$ cat src/rtl/irq_vec_pkg.sv
package irq_vec_pkg;
  localparam int NSRC   = 6;
  localparam int NEXT   = 2;
  localparam int IDX_W  = $clog2(NSRC);

  typedef enum logic [IDX_W-1:0] {
    SRC_EX0 = 3'd0,
    SRC_TM0 = 3'd1,
    SRC_EX1 = 3'd2,
    SRC_TM1 = 3'd3,
    SRC_SER = 3'd4,
    SRC_TM2 = 3'd5
  } src_e;

  // slot of external pin k in the priority order
  function automatic logic [IDX_W-1:0] ext_slot(input int k);
    return IDX_W'(2 * k);
  endfunction

  // vector address of priority slot idx
  function automatic logic [15:0] vec_of(input logic [IDX_W-1:0] idx,
                                         input int base, input int stride);
    int v;
    v = base + stride * int'(idx);
    return v[15:0];
  endfunction

  // lowest set bit of a pending mask
  function automatic logic [IDX_W-1:0] lowest_idx(input logic [NSRC-1:0] act);
    logic [IDX_W-1:0] r;
    r = '0;
    for (int i = NSRC - 1; i >= 0; i--) begin
      if (act[i]) r = IDX_W'(i);
    end
    return r;
  endfunction
endpackage

$ cat src/rtl/irq_cfg_regs.sv
module irq_cfg_regs #(
  parameter int REG_W   = 8,
  parameter int RSV_BIT = 6,
  parameter int NEXT    = 2
) (
  input  logic             clk,
  input  logic             rst_n,
  input  logic             wr,
  input  logic             addr,
  input  logic [REG_W-1:0] wdata,
  output logic [REG_W-1:0] en_q,
  output logic [NEXT-1:0]  mode_q,
  output logic [REG_W-1:0] rdata
);
  localparam logic [REG_W-1:0] EN_MASK = ~(REG_W'(1) << RSV_BIT);

  always_ff @(posedge clk or negedge rst_n) begin
    if (!rst_n) begin
      en_q   <= '0;
      mode_q <= '0;
    end else if (wr) begin
      if (!addr) en_q   <= wdata & EN_MASK;
      else       mode_q <= wdata[NEXT-1:0];
    end
  end

  always_comb begin
    rdata = '0;
    if (!addr) rdata = en_q;
    else       rdata[NEXT-1:0] = mode_q;
  end
endmodule

$ cat src/rtl/irq_edge_sense.sv
module irq_edge_sense (
  input  logic clk,
  input  logic rst_n,
  input  logic pin_n,
  input  logic mode,
  input  logic clr,
  output logic req,
  output logic fall,
  output logic latch
);
  logic last_q;
  logic latch_d;

  assign fall = last_q & ~pin_n;

  always_comb begin
    if (mode) latch_d = (latch & ~clr) | fall;
    else      latch_d = 1'b0;
  end

  always_ff @(posedge clk or negedge rst_n) begin
    if (!rst_n) begin
      last_q <= 1'b0;
      latch  <= 1'b0;
    end else begin
      last_q <= pin_n;
      latch  <= latch_d;
    end
  end

  assign req = mode ? latch : ~pin_n;
endmodule

$ cat src/rtl/irq_prio_pick.sv
module irq_prio_pick
  import irq_vec_pkg::*;
#(
  parameter int VEC_BASE   = 3,
  parameter int VEC_STRIDE = 8
) (
  input  logic [NSRC-1:0]  act,
  output logic             any,
  output logic [IDX_W-1:0] idx,
  output logic [15:0]      vec
);
  assign any = |act;
  assign idx = lowest_idx(act);
  assign vec = any ? vec_of(idx, VEC_BASE, VEC_STRIDE) : 16'h0000;
endmodule

$ cat src/rtl/irq_vector_ctrl.sv
module irq_vector_ctrl
  import irq_vec_pkg::*;
#(
  parameter int REG_W      = 8,
  parameter int GATE_BIT   = 7,
  parameter int RSV_BIT    = 6,
  parameter int VEC_BASE   = 3,
  parameter int VEC_STRIDE = 8
) (
  input  logic             clk,
  input  logic             rst_n,
  input  logic             reg_wr,
  input  logic             reg_addr,
  input  logic [REG_W-1:0] reg_wdata,
  output logic [REG_W-1:0] reg_rdata,
  input  logic [NEXT-1:0]  ext_n,
  input  logic             tmr0_flag,
  input  logic             tmr1_flag,
  input  logic             tmr2_ovf,
  input  logic             tmr2_cap,
  input  logic             ser_rx,
  input  logic             ser_tx,
  output logic             irq_req,
  output logic [15:0]      irq_vec,
  input  logic             irq_ack,
  input  logic             irq_ret
);
  logic [REG_W-1:0] en_q;
  logic [NEXT-1:0]  mode_q;
  logic [NEXT-1:0]  ext_req, ext_fall, ext_latch, ext_clr;
  logic [NSRC-1:0]  src_pend, act;
  logic             any_act, grant, in_svc;
  logic [IDX_W-1:0] win_idx;
  logic [15:0]      win_vec;

  irq_cfg_regs #(.REG_W(REG_W), .RSV_BIT(RSV_BIT), .NEXT(NEXT)) u_regs (
    .clk(clk), .rst_n(rst_n), .wr(reg_wr), .addr(reg_addr),
    .wdata(reg_wdata), .en_q(en_q), .mode_q(mode_q), .rdata(reg_rdata)
  );

  for (genvar k = 0; k < NEXT; k++) begin : g_ext
    assign ext_clr[k] = grant && (win_idx == ext_slot(k));
    irq_edge_sense u_sense (
      .clk(clk), .rst_n(rst_n), .pin_n(ext_n[k]), .mode(mode_q[k]),
      .clr(ext_clr[k]), .req(ext_req[k]), .fall(ext_fall[k]),
      .latch(ext_latch[k])
    );
  end

  always_comb begin
    src_pend          = '0;
    src_pend[SRC_EX0] = ext_req[0];
    src_pend[SRC_TM0] = tmr0_flag;
    src_pend[SRC_EX1] = ext_req[1];
    src_pend[SRC_TM1] = tmr1_flag;
    src_pend[SRC_SER] = ser_rx | ser_tx;
    src_pend[SRC_TM2] = tmr2_ovf | tmr2_cap;
  end

  assign act = src_pend & en_q[NSRC-1:0] & {NSRC{en_q[GATE_BIT]}};

  irq_prio_pick #(.VEC_BASE(VEC_BASE), .VEC_STRIDE(VEC_STRIDE)) u_pick (
    .act(act), .any(any_act), .idx(win_idx), .vec(win_vec)
  );

  assign irq_req = any_act & ~in_svc;
  assign irq_vec = win_vec;
  assign grant   = irq_req & irq_ack;

  always_ff @(posedge clk or negedge rst_n) begin
    if (!rst_n)       in_svc <= 1'b0;
    else if (grant)   in_svc <= 1'b1;
    else if (irq_ret) in_svc <= 1'b0;
  end
endmodule

$ cat config.mk
export PLATFORM = sky130hd
export DESIGN_NAME = irq_vector_ctrl
export DESIGN_NICKNAME = d
export VERILOG_FILES = /design/src/rtl/irq_vec_pkg.sv /design/src/rtl/irq_cfg_regs.sv /design/src/rtl/irq_edge_sense.sv /design/src/rtl/irq_prio_pick.sv /design/src/rtl/irq_vector_ctrl.sv
export SDC_FILE = /design/constraint.sdc
export NUM_CORES = 1
export LEC_CHECK = 0
export BUFFER_PORTS_ARGS = -buffer_cell sky130_fd_sc_hd__buf_2
export CAP_MARGIN = 0
export CORE_AREA = 2 2 40 60
export DETAILED_ROUTE_END_ITERATION = 7
export DIE_AREA = 0 0 42 62
export PLACE_DENSITY = 0.75
export SYNTH_ARGS = -nofsm -noshare
export SYNTH_HDL_FRONTEND = slang
export SYNTH_SLANG_ARGS = --single-unit
export TNS_END_PERCENT = 10
$ cat constraint.sdc
create_clock -name clk -period 1.7 [get_ports clk]
set_input_delay 0 -clock clk [delete_from_list [all_inputs] [get_ports clk]]
set_output_delay 0 -clock clk [all_outputs]
set_load 0.05 [all_outputs]
### Yosys cells after proc, flatten, opt, wreduce, memory -nomap -nowiden

Index checks and enable logic that the tools add are counted.

* flip-flop bits (word level): 14
* input bits: 22
* output and inout bits: 25
* word-level logic and storage cells: 49

* $add $sub $neg: 1
* equal/unequal tests: 1
* multiplexer cells: 15
* bitwise gates (word level): 18
* reductions and logical operators: 7

Operator list (count)
* two-way mux 3 bit: 6
* two-way mux 16 bit: 1
* AND 6 bit: 2
* adder 2 x 6 -> 7 bit (first input constant): 1
* AND 1 bit: 6
* two-way mux 1 bit: 6
* two-way mux 6 bit: 1
* NOT 1 bit: 6
* OR reduction 6 bit: 1
* OR 1 bit: 4
* AND reduction 2 bit: 2
* == test 3 x 2 -> 1 bit (second input constant): 1
* logical NOT 3 bit: 1
* logical AND 1 bit: 2
* two-way mux 2 bit: 1
* nonzero test 2 bit: 1

### Depth between registers and ports, before layout

Gate-level depths: netlist of run 1.

* depth in word-level cells: 16
* depth in mapped cells: 6
* depth with buffers taken out: 4

### Hierarchy

Synthesis of run 1 repeated with hierarchy kept, for this count alone.

* cells, all modules: 87
* area total of the unflattened synthesis: 991.0 µm²

By module, submodules not included
* irq_cfg_regs: instances 1, cells each 32, area each 481.7 µm², seq. area each 225.2 µm²
* irq_prio_pick: instances 1, cells each 27, area each 183.9 µm², seq. area each 0.0 µm²
* irq_edge_sense: instances 2, cells each 7, area each 91.3 µm², seq. area each 50.0 µm²
* irq_vector_ctrl: instances 1, cells each 14, area each 142.6 µm², seq. area each 25.0 µm²

### Least setup slack after synthesis of run 1

OpenSTA, ideal clock, no wires.

* path type: register to output
* start point: register u_regs.mode_q[0]
* end point: output port irq_vec[5]
* data arrival time: 1905 ps
* data required time: 1700 ps
* setup slack: -205 ps
* stages on the path, launching flop included: 4
* path buffers: 0
* cell sequence: dfrtp_1 > nor2b_1 > o31ai_4 > nor3b_1

* cells in the longest elaborated chain, start to end: 6
* elaborated cells on any way between the ends: 7
* those cells by class: add/sub (1); mux (3); bitwise (2); reduce/logical (1)

Ends and longest elaborated chain
* start: declaration: RTL line irq_cfg_regs.sv:12 `output logic [NEXT-1:0] mode_q,`
* start signal: assignment: RTL line irq_cfg_regs.sv:23 `else mode_q <= wdata[NEXT-1:0];`
* two-way mux 1 bit *: RTL line irq_edge_sense.sv:31 `assign req = mode ? latch : ~pin_n;`
* AND 6 bit * (2 in a row): RTL line irq_vector_ctrl.sv:60 `assign act = src_pend & en_q[NSRC-1:0] & {NSRC{en_q[GATE_BIT]}};`
* two-way mux 3 bit: RTL line irq_vec_pkg.sv:33 `if (act[i]) r = IDX_W'(i);`
* adder 2 x 6 -> 7 bit: RTL line irq_vec_pkg.sv:24 `v = base + stride * int'(idx);`
* two-way mux 16 bit *: RTL line irq_prio_pick.sv:14 `assign vec = any ? vec_of(idx, VEC_BASE, VEC_STRIDE) : 16'h0000;`
* end: declaration: RTL line irq_vector_ctrl.sv:24 `output logic [15:0] irq_vec,`

Every way passes the cells marked *; elsewhere a longest branch is shown, timed or not.

### Final worst setup path of run 1

* start point: register u_regs.mode_q[1]
* end point: output port irq_vec[3]

* cells in the longest elaborated chain, start to end: 8
* elaborated cells on any way between the ends: 9
* those cells by class: add/sub (1); mux (5); bitwise (2); reduce/logical (1)

Ends and longest elaborated chain (RTL line)
* two-way mux 1 bit *: irq_edge_sense.sv:31
* AND 6 bit * (2 in a row): irq_vector_ctrl.sv:60
* two-way mux 3 bit (3 in a row): irq_vec_pkg.sv:33
* adder 2 x 6 -> 7 bit: irq_vec_pkg.sv:24
* two-way mux 16 bit *: irq_prio_pick.sv:14

Marks and branches as above.

==> impl_metrics.py, run 1 <==
metrics = {
    "worst_setup_path": {
        "rr_worst_depth": 4,
        "cp_max_fo": 6,
        "worstPathArrival_ns": 1.61,
        "cp-end-kind": "primary output",
        "required_ns": 1.70,
        "startpoint_type": "flip-flop",
        "critical_path_class": "reg -> out",
    },
    "placement": {
        "place_congestion": 0.731,
        "dpl_cell_area_um2": 987,
        "dp_hpwl_mm": 1.35,
        "post-place-ws_ns": 0.206,
        "portBuffers": 33,
    },
    "clocking": {
        "cts-root-buf": "clkbuf_4",
        "clock_latency_ns": 0.27,
        "cts_buffer_depth": 2,
        "cts_tree": "built",
        "clk_pin_slew_worst_paths_ns": 0.08,
        "h-tree-depth": 1,
        "numCtsBuffers": 3,
        "cts_num_sinks": 14,
    },
    "yosys": {
        "synth_flop_cell": "dfrtp_1",
        "synth_edf_count": 0,
        "async_flop_share": 1.00,
        "ys_warn_count": 0,
        "syn_area_per_cell_um2": 10.3,
        "ys_seq_elements": 14,
        "syn_inst": 84,
        "ys_seq_area_frac": 0.406,
        "synth.cell_area_um2": 862,
        "ys_types": 28,
    },
    "timing": {
        "final_max_slew_viol_count": 0,
        "rsz0062_at_grt": "yes",
        "fmax_mhz": 620,
        "layout_setup_ws_ns": 0.0871,
        "finalSetupTns_ns": 0,
        "setup_violations": 0,
        "skew_ns": 0.00235,
        "final.min_clock_period_ns": 1.61,
        "finalHoldViolCount": 0,
        "finalCritPeriodShare": 0.949,
    },
    "routing": {
        "drc_errors": 0,
        "vias_per_cell": 4.72,
        "drt-pass1-iter-count": 2,
        "wl_mm": 1.73,
        "drt_iter0_markers": 4,
        "post_drt_wl_per_cell_um": 11.5,
        "vias": 713,
        "antenna_left": 0,
    },
    "job": {
        "cap_viol_max_count": 0,
    },
    "floorplanning": {
        "start_util": 0.405,
        "die-width_um": 42,
        "ioPinCount": 47,
        "row_count": 21,
        "die_area_um2": 2600,
        "core_um2": 2130,
        "die_h_um": 62,
    },
    "pwr": {
        "power_density_nw_per_um2": 1080,
        "irDropWorstVdd_v": 0.000568,
        "leakagePower_nw": 0.571,
        "finalPower_mw": 1.26,
    },
    "global_routing": {
        "grt_max_degree": 15,
        "antenna_found_initial": 0,
        "grt_pass1_wl_mm": 2.63,
        "grt_usage": 0.136,
        "gr-total-overflow": 0,
        "first_global_vias": 658,
    },
    "finish": {
        "diodes": 0,
        "postLayoutCellArea_um2": 1170,
        "drive_above_1_share": 0.469,
        "fin_util": 0.551,
        "fill_cells": 182,
        "fin_nets": 151,
        "syn_to_final_growth_pct": 36.0,
    },
    "min_path": {
        "hold_depth": 3,
        "hold_path_class": "in -> reg",
    },
    "status": {
        "status": "finished, final reports clean",
    },
}
==> what timing repair did <==
| item | 4_1_cts | 5_1_grt |
|---|---|---|
| buffers inserted | 0 | 1 |
| setup endpoints to repair | 4 | 4 |
| pin swaps | 0 | 1 |
| hold buffers | 11 | 0 |
| endpoints found under the hold margin | 26 | 0 |
| resized for setup | 4 | 7 |
==> logic make-up after synthesis <==
kind of cell / count (synthesis) / share of synthesized area
other: 1 / 0.00435
DFF: 14 / 0.406
muxes: 11 / 0.144
and+or+nand+nor: 27 / 0.184
AOI/OAI and AO/OA: 12 / 0.110
buffers and inverters: 19 / 0.151
==> sequential cells by signal, indices dropped and copies added, names as in the netlist <==
register and count:
u_regs.en_q 7, in_svc 1, u_regs.mode_q 2, g_ext.u_sense.latch 2
g_ext.u_sense.last_q 2
==> critical path, stage by stage (launching register included) <==
cell and delay [ns]:
dfrtp_1 0.43, nor2b_1 0.17, or3_4 0.39, nand2_1 0.07, a21oi_1 0.07, buf_2 0.22
==> per-layer routing <==
metal	part of all wire	global-route usage	vias to the layer above
met5	0	0	-
met4	0.039	0.111	0
met3	0.050	0.0173	6
met2	0.56	0.252	31
met1	0.35	0.138	326
li1	-	-	350
==> synth_stat cells (all sizes together), types with 2 or more instances <==
cell,instances,area share
o21ai,2,0.012
o211ai,2,0.017
buf,16,0.14
nor2b,9,0.065
nor3,3,0.023
inv,2,0.0087
o31ai,3,0.042
dfrtp,14,0.41
nand2,7,0.033
mux2,11,0.14
nand3,2,0.012
a21oi,2,0.012
==> stage by stage <==
| step | hold WS (ns) | instances |
|---|---|---|
| after floorplan | -0.296 | 95 |
| after global placement | -0.0959 | 135 |
| after detailed placement | -0.0929 | 135 |
| after CTS | 0.0684 | 150 |
| after global routing | 0.0694 | 151 |
| final | 0.0685 | 151 |
==> path summary, 6_finish.rpt <==
path | from | slack [ns] | to
worst max-delay path | u_regs.mode_q[1] | 0.09 | irq_vec[3]
worst min-delay path | irq_ack | 0.07 | in_svc
worst max register to register | u_regs.mode_q[1] | 0.35 | g_ext[1].u_sense.latch
worst min register to register | g_ext[1].u_sense.last_q | 0.52 | g_ext[1].u_sense.latch
max in group asynchronous | rst_n | 1.28 | u_regs.en_q[7]
min in group asynchronous | rst_n | 0.17 | g_ext[0].u_sense.latch
==> placed cells by master, fill, tap and decap left out, types with 2 or more instances in the layout <==
cell           netlist  routed
buf_2                1      29
mux2_2              11      11
nand2_1              6       6
dfrtp_1             14      13
inv_1                2       2
nand3_1              2       2
nor3_2               1       2
buf_4               15       3
conb_1               1      12
dlygate4sd3_1        0      11
o211ai_1             2       2
nor2b_1              9       8
clkbuf_4             0       5
==> report_power, final <==
part           switching (mW)  total [mW]  leakage, nW  internal, mW
registers              0.0408       0.422        0.167         0.382
clock network           0.102       0.232       0.0210         0.130
logic                   0.407       0.606        0.383         0.198
total                   0.551        1.26        0.571         0.710
==> area by class of cell <==
type                            count  area [um^2]  share of cell area
Multi-Input combinational cell     62          444               0.379
Sequential cell                    14          352               0.300
Timing Repair Buffer               46          304               0.259
Clock buffer                        4         36.3              0.0309
Tap cell                           23         28.8              0.0245
Inverter                            2         7.51             0.00640
Power figures use the tool's default switching activity.
==> run 2: changes to the inputs <==
==> constraint.sdc (replaced) <==
create_clock -name clk -period 1.6 [get_ports clk]
set_input_delay 0 -clock clk [delete_from_list [all_inputs] [get_ports clk]]
set_output_delay 0 -clock clk [all_outputs]
set_load 0.05 [all_outputs]
==> run 2 against run 1 <==
Global-route usage up 0.11 points. Wire length is 2.2% higher. Flip-flop and latch count unchanged. The flow now finishes with violations (negative setup slack). Critical path type unchanged. Highest routed layer unchanged. Register-to-register slack got worse by 0.15 ns. Clock power shrank 18%.
==> impl_metrics.py, run 2 (synthesized netlist as in run 1, its figures left out) <==
metrics = {
    "status": {
        "status": "finished with violations",
        "violations": "negative setup slack",
    },
    "worst_setup_path": {
        "path_cells": "nor2b_4, or3_4, nand2_1, a21oi_1, buf_4",
        "cp-startpoint": "u_regs.mode_q[1]",
        "cp_slowest_cell": "dfrtp_2",
        "startpoint_type": "flip-flop",
        "worstPathArrival_ns": 1.60,
        "cp_max_fo": 4,
        "rr_worst_depth": 4,
        "cp_num_buf_inv": 1,
        "critical_path_depth": 5,
        "cp-end-kind": "primary output",
        "cp_top_family": "simple AND/OR/NAND/NOR gates",
        "worst_path_largest_cell_delay_ns": 0.44,
        "critical_path_class": "reg -> out",
        "required_ns": 1.60,
        "rr_startpoint": "u_regs.mode_q[1]",
    },
    "floorplanning": {
        "die_h_um": 62,
        "start_util": 0.405,
        "row_count": 21,
        "die-width_um": 42,
        "core_um2": 2130,
        "ioPinCount": 47,
        "die_area_um2": 2600,
    },
    "clocking": {
        "clock_latency_ns": 0.27,
        "cts_buffer_depth": 2,
        "clk_pin_slew_worst_paths_ns": 0.08,
        "cts-root-buf": "clkbuf_4",
        "numCtsBuffers": 3,
        "h-tree-depth": 1,
        "cts_num_sinks": 14,
        "cts_tree": "built",
    },
    "global_routing": {
        "first_global_vias": 635,
        "grt_max_degree": 15,
        "antenna_found_initial": 0,
        "grt_pass1_wl_mm": 2.64,
        "grt_usage": 0.137,
        "gr-total-overflow": 0,
    },
    "finish": {
        "diodes": 0,
        "multi_input_area_um2": 485,
        "top_register": "u_regs.en_q",
        "fin_nets": 154,
        "fill_cells": 166,
        "largest_register_ff_count": 7,
        "layout_commonest_cell": "buf_2",
        "fin_util": 0.583,
        "final_cell_mix": "27 x buf_2, 12 x conb_1, 12 x dfrtp_1",
        "final-seq-area_um2": 353,
        "syn_to_final_growth_pct": 43.8,
        "drive_above_1_share": 0.523,
    },
    "routing": {
        "vias": 734,
        "wl_mm": 1.77,
        "drc_errors": 0,
        "post_drt_wl_per_cell_um": 11.6,
        "vias_per_cell": 4.80,
        "drt-pass1-iter-count": 4,
        "drt_iter0_markers": 2,
        "antenna_left": 0,
    },
    "min_path": {
        "hold_path_class": "in -> reg",
        "hold_depth": 3,
        "min_from": "irq_ack",
    },
    "timing": {
        "finalHoldViolCount": 0,
        "finalCritPeriodShare": 1.00,
        "final_max_slew_viol_count": 0,
        "fmax_mhz": 623,
        "setup_violations": 1,
        "finalSetupTns_ns": -0.00464,
        "skew_ns": 0.00689,
        "rsz0062_at_grt": "yes",
        "layout_setup_ws_ns": -0.00464,
        "final.min_clock_period_ns": 1.60,
    },
    "pwr": {
        "finalPower_mw": 1.35,
        "irDropWorstVdd_v": 0.000606,
        "leakagePower_nw": 0.601,
        "power_density_nw_per_um2": 1090,
    },
    "job": {
        "cap_viol_max_count": 0,
    },
    "placement": {
        "dp_hpwl_mm": 1.30,
        "portBuffers": 33,
        "place_congestion": 0.730,
    },
}
[run 2: changes by cell type in the layout (fill, tap and decap cells not counted), sizes merged]
cell	before	now
clkbuf	6	3
buf	33	38
[run 2: per-stage QoR]
| stage | hold WS [ns] | worst slack [ns] | instance area [um^2] | instances |
|---|---|---|---|---|
| final | 0.0496 | -0.00464 | 1240 | 153 |
| after global routing | 0.0769 | -0.0634 | 1240 | 153 |
| after CTS | 0.0765 | -0.0259 | 1150 | 150 |
| after detailed placement | -0.0907 | 0.170 | 995 | 136 |
| after global placement | -0.0957 | 0.185 | 995 | 136 |
| after floorplan | -0.296 | -0.0874 | 908 | 95 |
[run 2: where the power goes]
| part | switching [mW] | internal, mW | leakage, nW |
|---|---|---|---|
| clock network | 0.102 | 0.0872 | 0.0138 |
| registers | 0.0544 | 0.406 | 0.166 |
| logic | 0.447 | 0.254 | 0.421 |
| total | 0.604 | 0.748 | 0.601 |
[run 2: path summary, 6_finish.rpt]
check,endpoint,slack [ns]
min in group asynchronous,g_ext[0].u_sense.latch,0.17
hold / removal,in_svc,0.05
max in group asynchronous,u_regs.en_q[7],1.17
setup reg to reg,g_ext[1].u_sense.latch,0.20
setup / recovery,irq_vec[3],-0.005
hold reg to reg,g_ext[1].u_sense.latch,0.51
[run 2: final cells by class]
type                    instances  share of cell area
multi-input cells              62               0.392
flip-flops and latches         14               0.285
repair buffers                 49               0.276
well taps                      23              0.0232
clock buffers                   3              0.0182
inverters                       2             0.00605
[run 2: routing by layer]
metal	vias up	part of all wire	track usage
li1	355	-	-
met1	340	0.36	0.145
met2	32	0.55	0.254
met3	7	0.049	0.00867
met4	0	0.038	0.111
met5	-	0	0
[run 2: worst min-delay path, stage by stage]
cell     delay [ns]
buf_2          0.10
nand2_1        0.11
o22ai_1        0.08
[run 2: what timing repair did]
item | CTS | global route
endpoints found under the setup margin | 6 | 6
hold buffers | 11 | 0
endpoints found under the hold margin | 26 | 0
setup buffers | 0 | 3
gates resized for setup | 9 | 18
pin swaps | 0 | 6
==> run 3: changes to the inputs <==
--- a/config.mk
+++ b/config.mk
@@ -7,10 +7,10 @@
 export LEC_CHECK = 0
 export BUFFER_PORTS_ARGS = -buffer_cell sky130_fd_sc_hd__buf_2
 export CAP_MARGIN = 0
-export CORE_AREA = 2 2 40 60
+export CORE_AREA = 2 2 46 48
 export DETAILED_ROUTE_END_ITERATION = 7
-export DIE_AREA = 0 0 42 62
-export PLACE_DENSITY = 0.75
+export DIE_AREA = 0 0 48 50
+export PLACE_DENSITY = 0.82
 export SYNTH_ARGS = -nofsm -noshare
 export SYNTH_HDL_FRONTEND = slang
 export SYNTH_SLANG_ARGS = --single-unit
==> constraint.sdc (replaced) <==
create_clock -name clk -period 2 [get_ports clk]
set_input_delay 0 -clock clk [delete_from_list [all_inputs] [get_ports clk]]
set_output_delay 0 -clock clk [all_outputs]
set_load 0.05 [all_outputs]
==> run 3 against run 2 <==
The run now ends clean. Wire length shrank 7.9%. Sequential power shrank 22%. Critical path depth is the same. Via count shrank 3.8%.
==> impl_metrics.py, run 3 (synthesized netlist as in run 1, its figures left out) <==
metrics = {
    "status": {
        "status": "finished, final reports clean",
    },
    "global_routing": {
        "first_global_vias": 616,
        "grt_usage": 0.142,
        "grt_pass1_wl_mm": 2.44,
        "gr-total-overflow": 0,
        "grt_max_degree": 15,
        "antenna_found_initial": 0,
    },
    "worst_setup_path": {
        "worstPathArrival_ns": 1.77,
        "path_cells": "nand2_1, o31ai_4, nor3_1, nor2_1, buf_2",
        "cp_slowest_cell": "dfrtp_1",
        "cp-end-kind": "primary output",
        "cp_max_fo": 9,
        "critical_path_class": "reg -> out",
        "worst_path_largest_cell_delay_ns": 0.50,
        "startpoint_type": "flip-flop",
        "required_ns": 2.00,
    },
    "clocking": {
        "cts_setup_buffers": 0,
        "cts-root-buf": "clkbuf_4",
        "cts_num_sinks": 14,
        "cts_tree": "built",
        "cts_resized": 0,
        "h-tree-depth": 1,
        "cts_buffer_depth": 2,
        "postCtsHoldBufs": 11,
        "clk_pin_slew_worst_paths_ns": 0.09,
        "clock_latency_ns": 0.28,
        "numCtsBuffers": 3,
    },
    "timing": {
        "rsz0062_at_grt": "no",
        "setup_violations": 0,
        "slew_headroom": 0.608,
        "skew_ns": 0.00641,
        "final.min_clock_period_ns": 1.77,
        "fmax_mhz": 565,
        "finalCritPeriodShare": 0.885,
        "finalSetupTns_ns": 0,
        "worst_pin_slew_ns": 0.586,
        "worst_hold_slack_ns": 0.0553,
        "finalHoldViolCount": 0,
        "final_max_slew_viol_count": 0,
    },
    "pwr": {
        "irDropWorstVdd_v": 0.000589,
        "internal_power_mw": 0.574,
        "leakagePower_nw": 0.551,
        "clkPwrFrac": 0.198,
        "p_switching_mw": 0.465,
        "power_density_nw_per_um2": 923,
        "p_sw_frac": 0.447,
        "p_seq_frac": 0.345,
        "p_comb_frac": 0.457,
    },
    "finish": {
        "top_register": "u_regs.en_q",
        "largest_register_ff_count": 7,
        "diodes": 0,
        "drive_above_1_share": 0.413,
        "fin_nets": 149,
        "multi_input_area_um2": 423,
        "fill_cells": 178,
        "layout_commonest_cell": "buf_2",
        "final_cell_mix": "33 x buf_2, 14 x dfrtp_1, 12 x conb_1",
        "syn_to_final_growth_pct": 30.6,
        "final-seq-area_um2": 350,
    },
    "min_path": {
        "hold_path_class": "in -> reg",
    },
    "routing": {
        "drc_errors": 0,
        "wl_mm": 1.63,
        "drt-pass1-iter-count": 1,
        "vias": 706,
        "drt_iter0_markers": 0,
        "antenna_left": 0,
        "post_drt_wl_per_cell_um": 10.6,
        "vias_per_cell": 4.61,
    },
    "job": {
        "cap_viol_max_count": 0,
    },
    "floorplanning": {
        "die-width_um": 48,
        "row_count": 16,
        "die_h_um": 50,
        "die_area_um2": 2400,
        "start_util": 0.453,
        "core_um2": 1900,
        "ioPinCount": 47,
    },
    "placement": {
        "portBuffers": 33,
        "place_congestion": 0.785,
    },
}
[run 3: path summary, 6_finish.rpt]
check / from / to / slack (ns) / depth (start not counted)
hold / removal: irq_ack / in_svc / 0.06 / 3
setup / recovery: u_regs.en_q[7] / irq_req / 0.23 / 5
max in group asynchronous: rst_n / u_regs.en_q[7] / 1.62 / 2
setup reg to reg: u_regs.mode_q[0] / in_svc / 0.64 / 4
hold reg to reg: g_ext[1].u_sense.last_q / g_ext[1].u_sense.latch / 0.52 / 2
min in group asynchronous: rst_n / in_svc / 0.13 / 2
[run 3: cell type report]
class / instances / share of cell area
timing repair buffer: 44 / 0.244
sequential: 14 / 0.311
multi-input combinational: 62 / 0.376
tap: 27 / 0.0300
inverter: 2 / 0.00667
clock buffer: 4 / 0.0322
[run 3: critical path, delay by kind of cell, from the launching register on]
kind                   cells  cell delay [ns]
flip-flops                 1             0.50
AND/OR/NAND/NOR            3             0.38
AO/OA/AOI/OAI              1             0.35
buffers and inverters      1             0.26
[run 3: metal layers]
layer	GRT usage	up-vias	wire length, um
li1	-	345	-
met2	0.231	34	791
met3	0.0220	4	103
met5	0	-	0
met1	0.176	323	709
met4	0.0676	0	24
[run 3: per-stage QoR]
stage	total power [mW]	area (um^2)	util	worst slack [ns]	instances
finish	1.04	1130	0.592	0.230	153
global route	1.09	1130	0.592	0.0906	153
CTS	1.05	1130	0.592	0.205	153
detailed placement	0.827	980	0.515	0.522	138
global placement	0.817	980	0.515	0.552	138
floorplan	0.768	903	-	0.0955	95
[run 3: power by group through the flow]
stage          registers, mW  clock network, mW  logic (mW)
6_report               0.358              0.206       0.476
5_1_grt                0.365              0.221       0.508
4_1_cts                0.359              0.209       0.479
3_5_place_dp           0.365                  0       0.462
3_3_place_gp           0.362                  0       0.456
2_1_floorplan          0.350                  0       0.418
